--- src/rtl/sar_read_pkg.sv ---
package sar_read_pkg;

    typedef enum logic [2:0] {
        ST_IDLE,
        ST_CONVERT,
        ST_CLK_LOW,
        ST_CLK_HIGH,
        ST_TAIL,
        ST_RECOVER
    } sar_state_e;

endpackage

--- src/rtl/sar_sync.sv ---
module sar_sync #(
    parameter int   STAGES  = 2,
    parameter logic RST_VAL = 1'b1
) (
    input  logic clk,
    input  logic rst_n,
    input  logic d_i,
    output logic q_o
);
    logic [STAGES-1:0] pipe_q;

    always_ff @(posedge clk or negedge rst_n) begin
        if (!rst_n) begin
            pipe_q <= {STAGES{RST_VAL}};
        end else begin
            pipe_q <= {pipe_q[STAGES-2:0], d_i};
        end
    end

    assign q_o = pipe_q[STAGES-1];
endmodule

--- src/rtl/sar_interval_timer.sv ---
module sar_interval_timer #(
    parameter int CNT_W = 12
) (
    input  logic             clk,
    input  logic             rst_n,
    input  logic             load_i,
    input  logic [CNT_W-1:0] load_val_i,
    output logic             done_o
);
    logic [CNT_W-1:0] cnt_q;

    always_ff @(posedge clk or negedge rst_n) begin
        if (!rst_n) begin
            cnt_q <= '0;
        end else if (load_i) begin
            cnt_q <= load_val_i;
        end else if (cnt_q != '0) begin
            cnt_q <= cnt_q - 1'b1;
        end
    end

    assign done_o = (cnt_q == '0);
endmodule

--- src/rtl/sar_capture_shift.sv ---
module sar_capture_shift #(
    parameter int FRAME_BITS = 13,
    parameter int CNT_W      = 4
) (
    input  logic                  clk,
    input  logic                  rst_n,
    input  logic                  clear_i,
    input  logic                  sample_i,
    input  logic                  bit_i,
    output logic [FRAME_BITS-1:0] frame_o,
    output logic [CNT_W-1:0]      count_o
);
    always_ff @(posedge clk or negedge rst_n) begin
        if (!rst_n) begin
            frame_o <= '0;
            count_o <= '0;
        end else if (clear_i) begin
            frame_o <= '0;
            count_o <= '0;
        end else if (sample_i) begin
            frame_o <= {frame_o[FRAME_BITS-2:0], bit_i};
            count_o <= count_o + 1'b1;
        end
    end
endmodule

--- src/rtl/sar_read_ctrl.sv ---
module sar_read_ctrl
    import sar_read_pkg::*;
#(
    parameter int DATA_W         = 12,
    parameter int HALF_CYCLES    = 50,
    parameter int TIMEOUT_CYCLES = 2125,
    parameter int RECOVER_CYCLES = 125,
    parameter int ACQ_CYCLES     = 375
) (
    input  logic              clk,
    input  logic              rst_n,
    input  logic              start_i,
    input  logic              abort_i,
    input  logic              dout_i,
    output logic              cs_n_o,
    output logic              sclk_o,
    output logic [DATA_W-1:0] result_o,
    output logic              valid_o,
    output logic              busy_o,
    output logic              aborted_o,
    output logic              marker_err_o
);
    localparam int FRAME_BITS = DATA_W + 1;
    localparam int MAX_A      = (TIMEOUT_CYCLES > ACQ_CYCLES) ? TIMEOUT_CYCLES : ACQ_CYCLES;
    localparam int MAX_B      = (RECOVER_CYCLES > HALF_CYCLES) ? RECOVER_CYCLES : HALF_CYCLES;
    localparam int TMR_MAX    = (MAX_A > MAX_B) ? MAX_A : MAX_B;
    localparam int TMR_W      = $clog2(TMR_MAX + 1);
    localparam int BIT_W      = $clog2(FRAME_BITS + 1);

    sar_state_e state_q, state_nxt;

    logic                  dout_s, dout_prev_q, dout_rise;
    logic                  tmr_load, tmr_done;
    logic [TMR_W-1:0]      tmr_val;
    logic                  abort_path;
    logic                  cap_clear, cap_sample;
    logic [FRAME_BITS-1:0] frame;
    logic [BIT_W-1:0]      bit_cnt;
    logic                  frame_done;

    sar_sync #(.STAGES(2), .RST_VAL(1'b1)) u_sync (
        .clk   (clk),
        .rst_n (rst_n),
        .d_i   (dout_i),
        .q_o   (dout_s)
    );

    always_ff @(posedge clk or negedge rst_n) begin
        if (!rst_n) begin
            dout_prev_q <= 1'b1;
        end else begin
            dout_prev_q <= dout_s;
        end
    end

    assign dout_rise = dout_s & ~dout_prev_q;

    sar_interval_timer #(.CNT_W(TMR_W)) u_timer (
        .clk        (clk),
        .rst_n      (rst_n),
        .load_i     (tmr_load),
        .load_val_i (tmr_val),
        .done_o     (tmr_done)
    );

    sar_capture_shift #(.FRAME_BITS(FRAME_BITS), .CNT_W(BIT_W)) u_capture (
        .clk      (clk),
        .rst_n    (rst_n),
        .clear_i  (cap_clear),
        .sample_i (cap_sample),
        .bit_i    (dout_s),
        .frame_o  (frame),
        .count_o  (bit_cnt)
    );

    assign frame_done = (bit_cnt == BIT_W'(FRAME_BITS));

    // next-state logic
    always_comb begin
        state_nxt  = state_q;
        abort_path = 1'b0;
        unique case (state_q)
            ST_IDLE: begin
                if (start_i) state_nxt = ST_CONVERT;
            end
            ST_CONVERT: begin
                if (abort_i) begin
                    state_nxt  = ST_RECOVER;
                    abort_path = 1'b1;
                end else if (dout_rise || tmr_done) begin
                    state_nxt = ST_CLK_LOW;
                end
            end
            ST_CLK_LOW: begin
                if (tmr_done) state_nxt = ST_CLK_HIGH;
            end
            ST_CLK_HIGH: begin
                if (tmr_done) state_nxt = frame_done ? ST_TAIL : ST_CLK_LOW;
            end
            ST_TAIL: begin
                if (tmr_done) state_nxt = ST_RECOVER;
            end
            ST_RECOVER: begin
                if (tmr_done) state_nxt = ST_IDLE;
            end
            default: state_nxt = ST_IDLE;
        endcase
    end

    // interval selection per entered state
    always_comb begin
        tmr_load = (state_nxt != state_q);
        unique case (state_nxt)
            ST_CONVERT:  tmr_val = TMR_W'(TIMEOUT_CYCLES - 1);
            ST_CLK_LOW,
            ST_CLK_HIGH,
            ST_TAIL:     tmr_val = TMR_W'(HALF_CYCLES - 1);
            ST_RECOVER:  tmr_val = abort_path ? TMR_W'(ACQ_CYCLES - 1)
                                              : TMR_W'(RECOVER_CYCLES - 1);
            default:     tmr_val = '0;
        endcase
    end

    assign cap_clear  = (state_nxt == ST_CONVERT) && (state_q != ST_CONVERT);
    assign cap_sample = (state_q == ST_CLK_LOW) && (state_nxt == ST_CLK_HIGH);

    // state register
    always_ff @(posedge clk or negedge rst_n) begin
        if (!rst_n) begin
            state_q <= ST_IDLE;
        end else begin
            state_q <= state_nxt;
        end
    end

    // registered outputs
    always_ff @(posedge clk or negedge rst_n) begin
        if (!rst_n) begin
            cs_n_o       <= 1'b1;
            sclk_o       <= 1'b0;
            busy_o       <= 1'b0;
            valid_o      <= 1'b0;
            result_o     <= '0;
            aborted_o    <= 1'b0;
            marker_err_o <= 1'b0;
        end else begin
            cs_n_o  <= (state_nxt == ST_IDLE) || (state_nxt == ST_RECOVER);
            sclk_o  <= (state_nxt == ST_CLK_HIGH);
            busy_o  <= (state_nxt != ST_IDLE);
            valid_o <= 1'b0;
            if ((state_q == ST_TAIL) && (state_nxt == ST_RECOVER)) begin
                valid_o      <= 1'b1;
                result_o     <= frame[DATA_W-1:0];
                marker_err_o <= ~frame[FRAME_BITS-1];
                aborted_o    <= 1'b0;
            end
            if (abort_path) begin
                aborted_o <= 1'b1;
            end
        end
    end
endmodule

--- config.mk ---
export PLATFORM = sky130hd
export DESIGN_NAME = sar_read_ctrl
export DESIGN_NICKNAME = d
export VERILOG_FILES = /design/src/rtl/sar_read_pkg.sv /design/src/rtl/sar_sync.sv /design/src/rtl/sar_interval_timer.sv /design/src/rtl/sar_capture_shift.sv /design/src/rtl/sar_read_ctrl.sv
export SDC_FILE = /design/constraint.sdc
export NUM_CORES = 1
export LEC_CHECK = 0
export ABC_AREA = 0
export BUFFER_PORTS_ARGS = -buffer_cell sky130_fd_sc_hd__buf_2
export CORE_MARGIN = 4
export CORE_UTILIZATION = 43
export CTS_BUF_LIST = sky130_fd_sc_hd__clkbuf_2
export CTS_CLUSTER_SIZE = 14
export DETAILED_ROUTE_END_ITERATION = 7
export PLACE_DENSITY_LB_ADDON = 0.15
export SYNTH_ARGS = -nofsm -noshare
export SYNTH_HDL_FRONTEND = slang
export SYNTH_SLANG_ARGS = --single-unit
export TNS_END_PERCENT = 5
--- constraint.sdc ---
create_clock -name clk -period 4.5 [get_ports clk]
set_clock_uncertainty 0.15 [all_clocks]
set_input_delay 0.225 -clock clk [delete_from_list [all_inputs] [get_ports clk]]
set_output_delay 0.225 -clock clk [all_outputs]
set_load 0.01 [all_outputs]
**Yosys cells after proc, flatten, opt, wreduce, memory -nomap -nowiden**

Cells that the tools add are included.

- Register bits: 53
- Bits in latches: 0
- RAM bits: 0
- Bits in read-only memories: 0
- Bits of input ports: 5
- Output and inout port bits: 18
- Word-level logic and storage cells: 67
- Memories: 0

- Add/subtract/negate cells: 2
- Multiply operators: 0
- Divide/modulo/power cells: 0
- Magnitude comparators: 0
- Eq/ne operators: 13
- Shift operators: 0
- Muxes and demuxes: 22
- Bitwise logic cells: 3
- Reductions and logical operators: 14

Operators with widths:

| cell | count |
|---|---|
| $pmux 12 s3 | 1 |
| $mux 13 | 2 |
| $mux 12 | 2 |
| $mux 3 | 8 |
| $pmux 3 s6 | 1 |
| $eq 3x2->1 const B | 4 |
| $eq 3x3->1 const B | 4 |
| $logic_not 12->1 | 1 |
| $reduce_bool 12->1 | 1 |
| $sub 12x1->12 const B | 1 |
| $mux 9 | 1 |
| $mux 4 | 2 |
| $eq 3x1->1 const B | 2 |
| $logic_not 3->1 | 2 |
| $reduce_bool 2->1 | 3 |
| $mux 1 | 5 |
| $add 4x1->4 const B | 1 |
| $eq 4x4->1 const B | 1 |
| $logic_and 1x1->1 | 3 |
| $ne 3x1->1 const B | 1 |
| $ne 3x3->1 | 1 |
| $reduce_bool 3->1 | 1 |
| $reduce_or 3->1 | 1 |
| $logic_or 1x1->1 | 2 |
| 2 further kinds | 3 |

**Logic depth before layout (Yosys ltp)**

- Depth after elaboration: 10
- Gate-level depth with buffers: 9
- Mapped depth without buffers: 8

**Modules after synthesis**

A second synthesis with hierarchy kept.

- Cell total of the unflattened synthesis: 249
- Area, all modules: 2563.7 sq um

Modules (own cells, without submodules):

| module | instances | cells each | area an instance (sq um) | seq. area each (sq um) |
|---|---|---|---|---|
| sar_read_ctrl | 1 | 116 | 1032.2 | 553.0 |
| sar_capture_shift | 1 | 59 | 748.2 | 425.4 |
| sar_interval_timer | 1 | 72 | 730.7 | 300.3 |
| sar_sync | 1 | 2 | 52.6 | 52.6 |

**Worst setup path before layout**

No wires, ideal clock.

- Path type: register to register
- Start: reg u_timer.cnt_q[0]
- End: reg result_o[0]
- Setup time: 0.116 ns
- Arrival: 2.127 ns
- Data required time: 4.234 ns
- Path slack: 2.107 ns
- Stages on the path, launching flop included: 10
- Buffers on the path: 3
- Period minus slack after synthesis: 2.393 ns
- Cell sequence: dfrtp_1 > inv_1 > ha_1 > or3b_2 > buf_6 > or4_4 > buf_6 > clkbuf_8 > nand2_1 > nand2_1

- Longest elaborated chain between the ends: 7
- Elaborated cells between the ends (all ways): 11
- Those cells by class: 1 x eq/ne; 7 x mux; 3 x reduce/logical

Ends and longest elaborated chain:

| element | line | text |
|---|---|---|
| start, declared | sar_interval_timer.sv:10 | `logic [CNT_W-1:0] cnt_q;` |
| start signal, assigned | sar_interval_timer.sv:16 | `cnt_q <= load_val_i;` |
| start signal, assigned | sar_interval_timer.sv:18 | `cnt_q <= cnt_q - 1'b1;` |
| $logic_not 12->1 * | sar_interval_timer.sv:22 | `assign done_o = (cnt_q == '0);` |
| $logic_or 1x1->1 | sar_read_ctrl.sv:90 | `end else if (dout_rise \|\| tmr_done) begin` |
| $mux 3 | sar_read_ctrl.sv:90 |  |
| $mux 3 | sar_read_ctrl.sv:87 | `if (abort_i) begin` |
| $pmux 3 s6 * | sar_read_ctrl.sv:82 | `unique case (state_q)` |
| $eq 3x3->1 * | sar_read_ctrl.sv:151 | `if ((state_q == ST_TAIL) && (state_nxt == ST_RECOVER)) begin` |
| $logic_and 1x1->1 * | sar_read_ctrl.sv:151 |  |
| end signal, assigned | sar_read_ctrl.sv:153 | `result_o <= frame[DATA_W-1:0];` |
| end, declared | sar_read_ctrl.sv:17 | `output logic [DATA_W-1:0] result_o,` |

Mark *: on every way between the ends. The rest lies on a longest branch, timed or not.
A chain may end at the register's enable or synchronous reset.

**Worst setup path after layout**

- Start: reg u_timer.cnt_q[0]
- End: reg u_timer.cnt_q[4]

- Longest elaborated chain between the ends: 9
- Elaborated cells between the ends (all ways): 22
- Those cells by class: 1 x add/sub; 6 x eq/ne; 10 x mux; 5 x reduce/logical

Ends and longest elaborated chain:

| element | line | text |
|---|---|---|
| $logic_not 12->1 * | sar_interval_timer.sv:22 |  |
| $logic_or 1x1->1 | sar_read_ctrl.sv:90 |  |
| $mux 3 | sar_read_ctrl.sv:90 |  |
| $mux 3 | sar_read_ctrl.sv:87 |  |
| $pmux 3 s6 * | sar_read_ctrl.sv:82 |  |
| net state_nxt[1] | sar_read_ctrl.sv:30 | `sar_state_e state_q, state_nxt;` |
| $eq 3x2->1 or $eq 3x3->1 (tied branches) | sar_read_ctrl.sv:113 | `unique case (state_nxt)` |
| $reduce_or 3->1 | sar_read_ctrl.sv:113 |  |
| $pmux 12 s3 | sar_read_ctrl.sv:113 |  |
| $mux 12 | sar_interval_timer.sv:15 | `end else if (load_i) begin` |

The timed path passes the listed nets; every way through them passes the cells marked *. The select of a mux whose other input is x is not followed.

==> impl_metrics.json <==
{
  "hpwl_um": 3760,
  "overflow": 0,
  "required_ps": 4710,
  "rsz0062_at_grt": "false",
  "syn_avg_cell_area_um2": 9.70,
  "cellLeakagePower_nw": 1.26,
  "core.rowCount": 28,
  "track_usage": 0.158,
  "max-slew-margin-rel": 0.498,
  "period_needed_ps": 2960,
  "ys_seq_elements": 53,
  "grt_pass1_wl_um": 9470,
  "floorplan.die_area_mm2": 0.00758,
  "rr_startpoint": "u_timer.cnt_q[0]$_DFFE_PN0P_",
  "critPathKind": "reg -> reg",
  "first_global_vias": 1901,
  "yosysTopAreaCellShare": 0.456,
  "totalPowerFinal_w": 0.000736,
  "synthTopCellsByArea": "dfrtp_1 46%, nand2_1 11%, dfstp_2 3.9%",
  "cp-startpoint": "u_timer.cnt_q[0]$_DFFE_PN0P_",
  "synth_commonest_cells": "76 x nand2_1, 49 x dfrtp_1, 18 x a21oi_1",
  "status": "finished clean",
  "cp_max_fo": 11,
  "ys.flop_type": "dfrtp_1",
  "final_net_count": 304,
  "htreeDepth": 2,
  "routabilityCongestion": 0.891,
  "clk_pin_slew_ps": 280,
  "die_y_um": 87.1,
  "hold_violations": 0,
  "cts_buffer_depth": 2,
  "post-cts-setup-buffer-count": 0,
  "end_kind": "flop",
  "power_density_mw_per_mm2": 255,
  "viasPerCell": 5.42,
  "syn_nets": 285,
  "tightest_slew_ps": 747,
  "synth-edff-count": 0,
  "vias": 2017,
  "synth.most_common_cell": "nand2_1",
  "num_io_pins": 23,
  "cts_tree": "done",
  "die_w_um": 87.1,
  "diodes": 0,
  "grt_max_degree": 54,
  "hold_class": "in -> reg",
  "ctsRootBufferMaster": "clkbuf_2",
  "arrival_ps": 3170,
  "synth_cell_types": 58,
  "start_util": 0.449,
  "ant_nets": 0,
  "setup-violations-final": 0,
  "peakVddDrop_v": 0.000122,
  "areaGrowthSynthToFinish_pct": 7.59,
  "routed_wl_um": 5490,
  "worstSetupStartpointType": "flop",
  "yosysSeqAreaShare": 0.495,
  "synthCells": 277,
  "dr.first_iter.drc_count": 129,
  "drc": 0,
  "reg2regPathDepth": 8,
  "synth_area_mm2": 0.00269,
  "max_cap_violations": 0,
  "grt_antenna_before_repair": 0,
  "drt_first_pass_iters": 5,
  "min_period_over_period": 0.657,
  "core_area_mm2": 0.00599,
  "timing.fmax_ghz": 0.338,
  "cts_sinks": 53,
  "ys_async_sr_fraction": 1.00,
  "drive_above_1_share": 0.195,
  "finalMaxSlewViolations": 0,
  "wire_per_inst_um": 14.8,
  "holdCritStartpoint": "abort_i",
  "holdPathStages": 3,
  "cts_inserted_buffers": 5,
  "clock_latency_ps": 450,
  "finalSetupTns_ps": 0,
  "portBuffers": 22,
  "synth_warnings": 0,
  "netlist.top_cell.by_area": "dfrtp_1"
}
-- critical path: stages (launching register included) --
cell and delay [ps]:
dfrtp_1 470, inv_1 100, ha_1 200, nor3b_1 550
nand3_2 400, o311ai_4 460, inv_2 90, nor4_2 350
mux2i_1 120
-- sequential cells by signal, summed over array words and instances, names as in the netlist --
register and flops:
u_capture.frame_o 13, result_o 12, u_timer.cnt_q 12, u_capture.count_o 4, state_q 3, u_sync.pipe_q 2, aborted_o 1, busy_o 1
cs_n_o 1, dout_prev_q 1, marker_err_o 1, sclk_o 1, valid_o 1
-- metal layers --
layer / vias to the layer above / global-route usage / routed length (um)
li1: 1002 / - / -
met1: 968 / 0.235 / 2720
met2: 40 / 0.231 / 2450
met3: 7 / 0.0331 / 278
met4: 0 / 0.0453 / 46
met5: - / 0 / 0
-- stage by stage --
stage	utilization	hold slack [ps]	cell area [um^2]	instances	worst slack, ps
floorplan	-	-221	2690	277	2110
global placement	0.472	181	2830	362	1710
detailed placement	0.472	181	2830	362	1570
CTS	0.483	63.2	2890	372	1570
global route	0.483	36.4	2890	372	1330
finish	0.483	92.4	2890	372	1540
-- cell type report --
cell class | count | area [um^2]
clock buffer | 5 | 25.0
fill | 579 | 3100
inverter | 8 | 30.0
multi-input combinational | 201 | 1240
timing repair buffer | 27 | 153
clock inverter | 3 | 21.3
tap | 75 | 93.8
sequential | 53 | 1330
-- logic make-up after synthesis --
family / Yosys count / share of synthesized area
AND/OR/NAND/NOR: 136 / 0.261
adder cells (fa/ha/maj): 3 / 0.0140
XOR/XNOR: 8 / 0.0261
buffers and inverters: 23 / 0.0489
AO/OA/AOI/OAI: 46 / 0.125
multiplexers: 8 / 0.0298
flip-flops: 53 / 0.495
-- layout by cell type (no fill, tap or decap), types with 4 or more instances in the layout --
master,count
o22ai_1,4
a21oi_1,18
clkbuf_2,5
dfstp_2,4
mux2i_1,8
xor2_1,5
buf_2,22
dfrtp_1,49
inv_1,7
nand4_1,5
o21ai_0,5
nand2_1,76
nor2_1,15
-- path summary, 6_finish.rpt --
check                           slack [ps]                       endpoint
worst max-delay path                  1540   u_timer.cnt_q[4]$_DFFE_PN0P_
worst min-delay path                    90   u_timer.cnt_q[1]$_DFFE_PN0P_
worst max register to register        1540   u_timer.cnt_q[4]$_DFFE_PN0P_
worst min register to register         230     u_sync.pipe_q[1]$_DFF_PN1_
max in group asynchronous             3510        result_o[3]$_DFFE_PN0P_
min in group asynchronous              240  u_timer.cnt_q[10]$_DFFE_PN0P_
-- what timing repair did --
item,in CTS,in global routing
gates resized for setup,0,0
hold buffers,2,0
endpoints found under the hold margin,50,0
-- power by group --
part / switching (W) / internal [W]
registers: 0.00000869 / 0.000493
logic: 0.0000221 / 0.0000143
clock network: 0.000159 / 0.0000394
No activity file was read; power rests on OpenSTA's default activity.
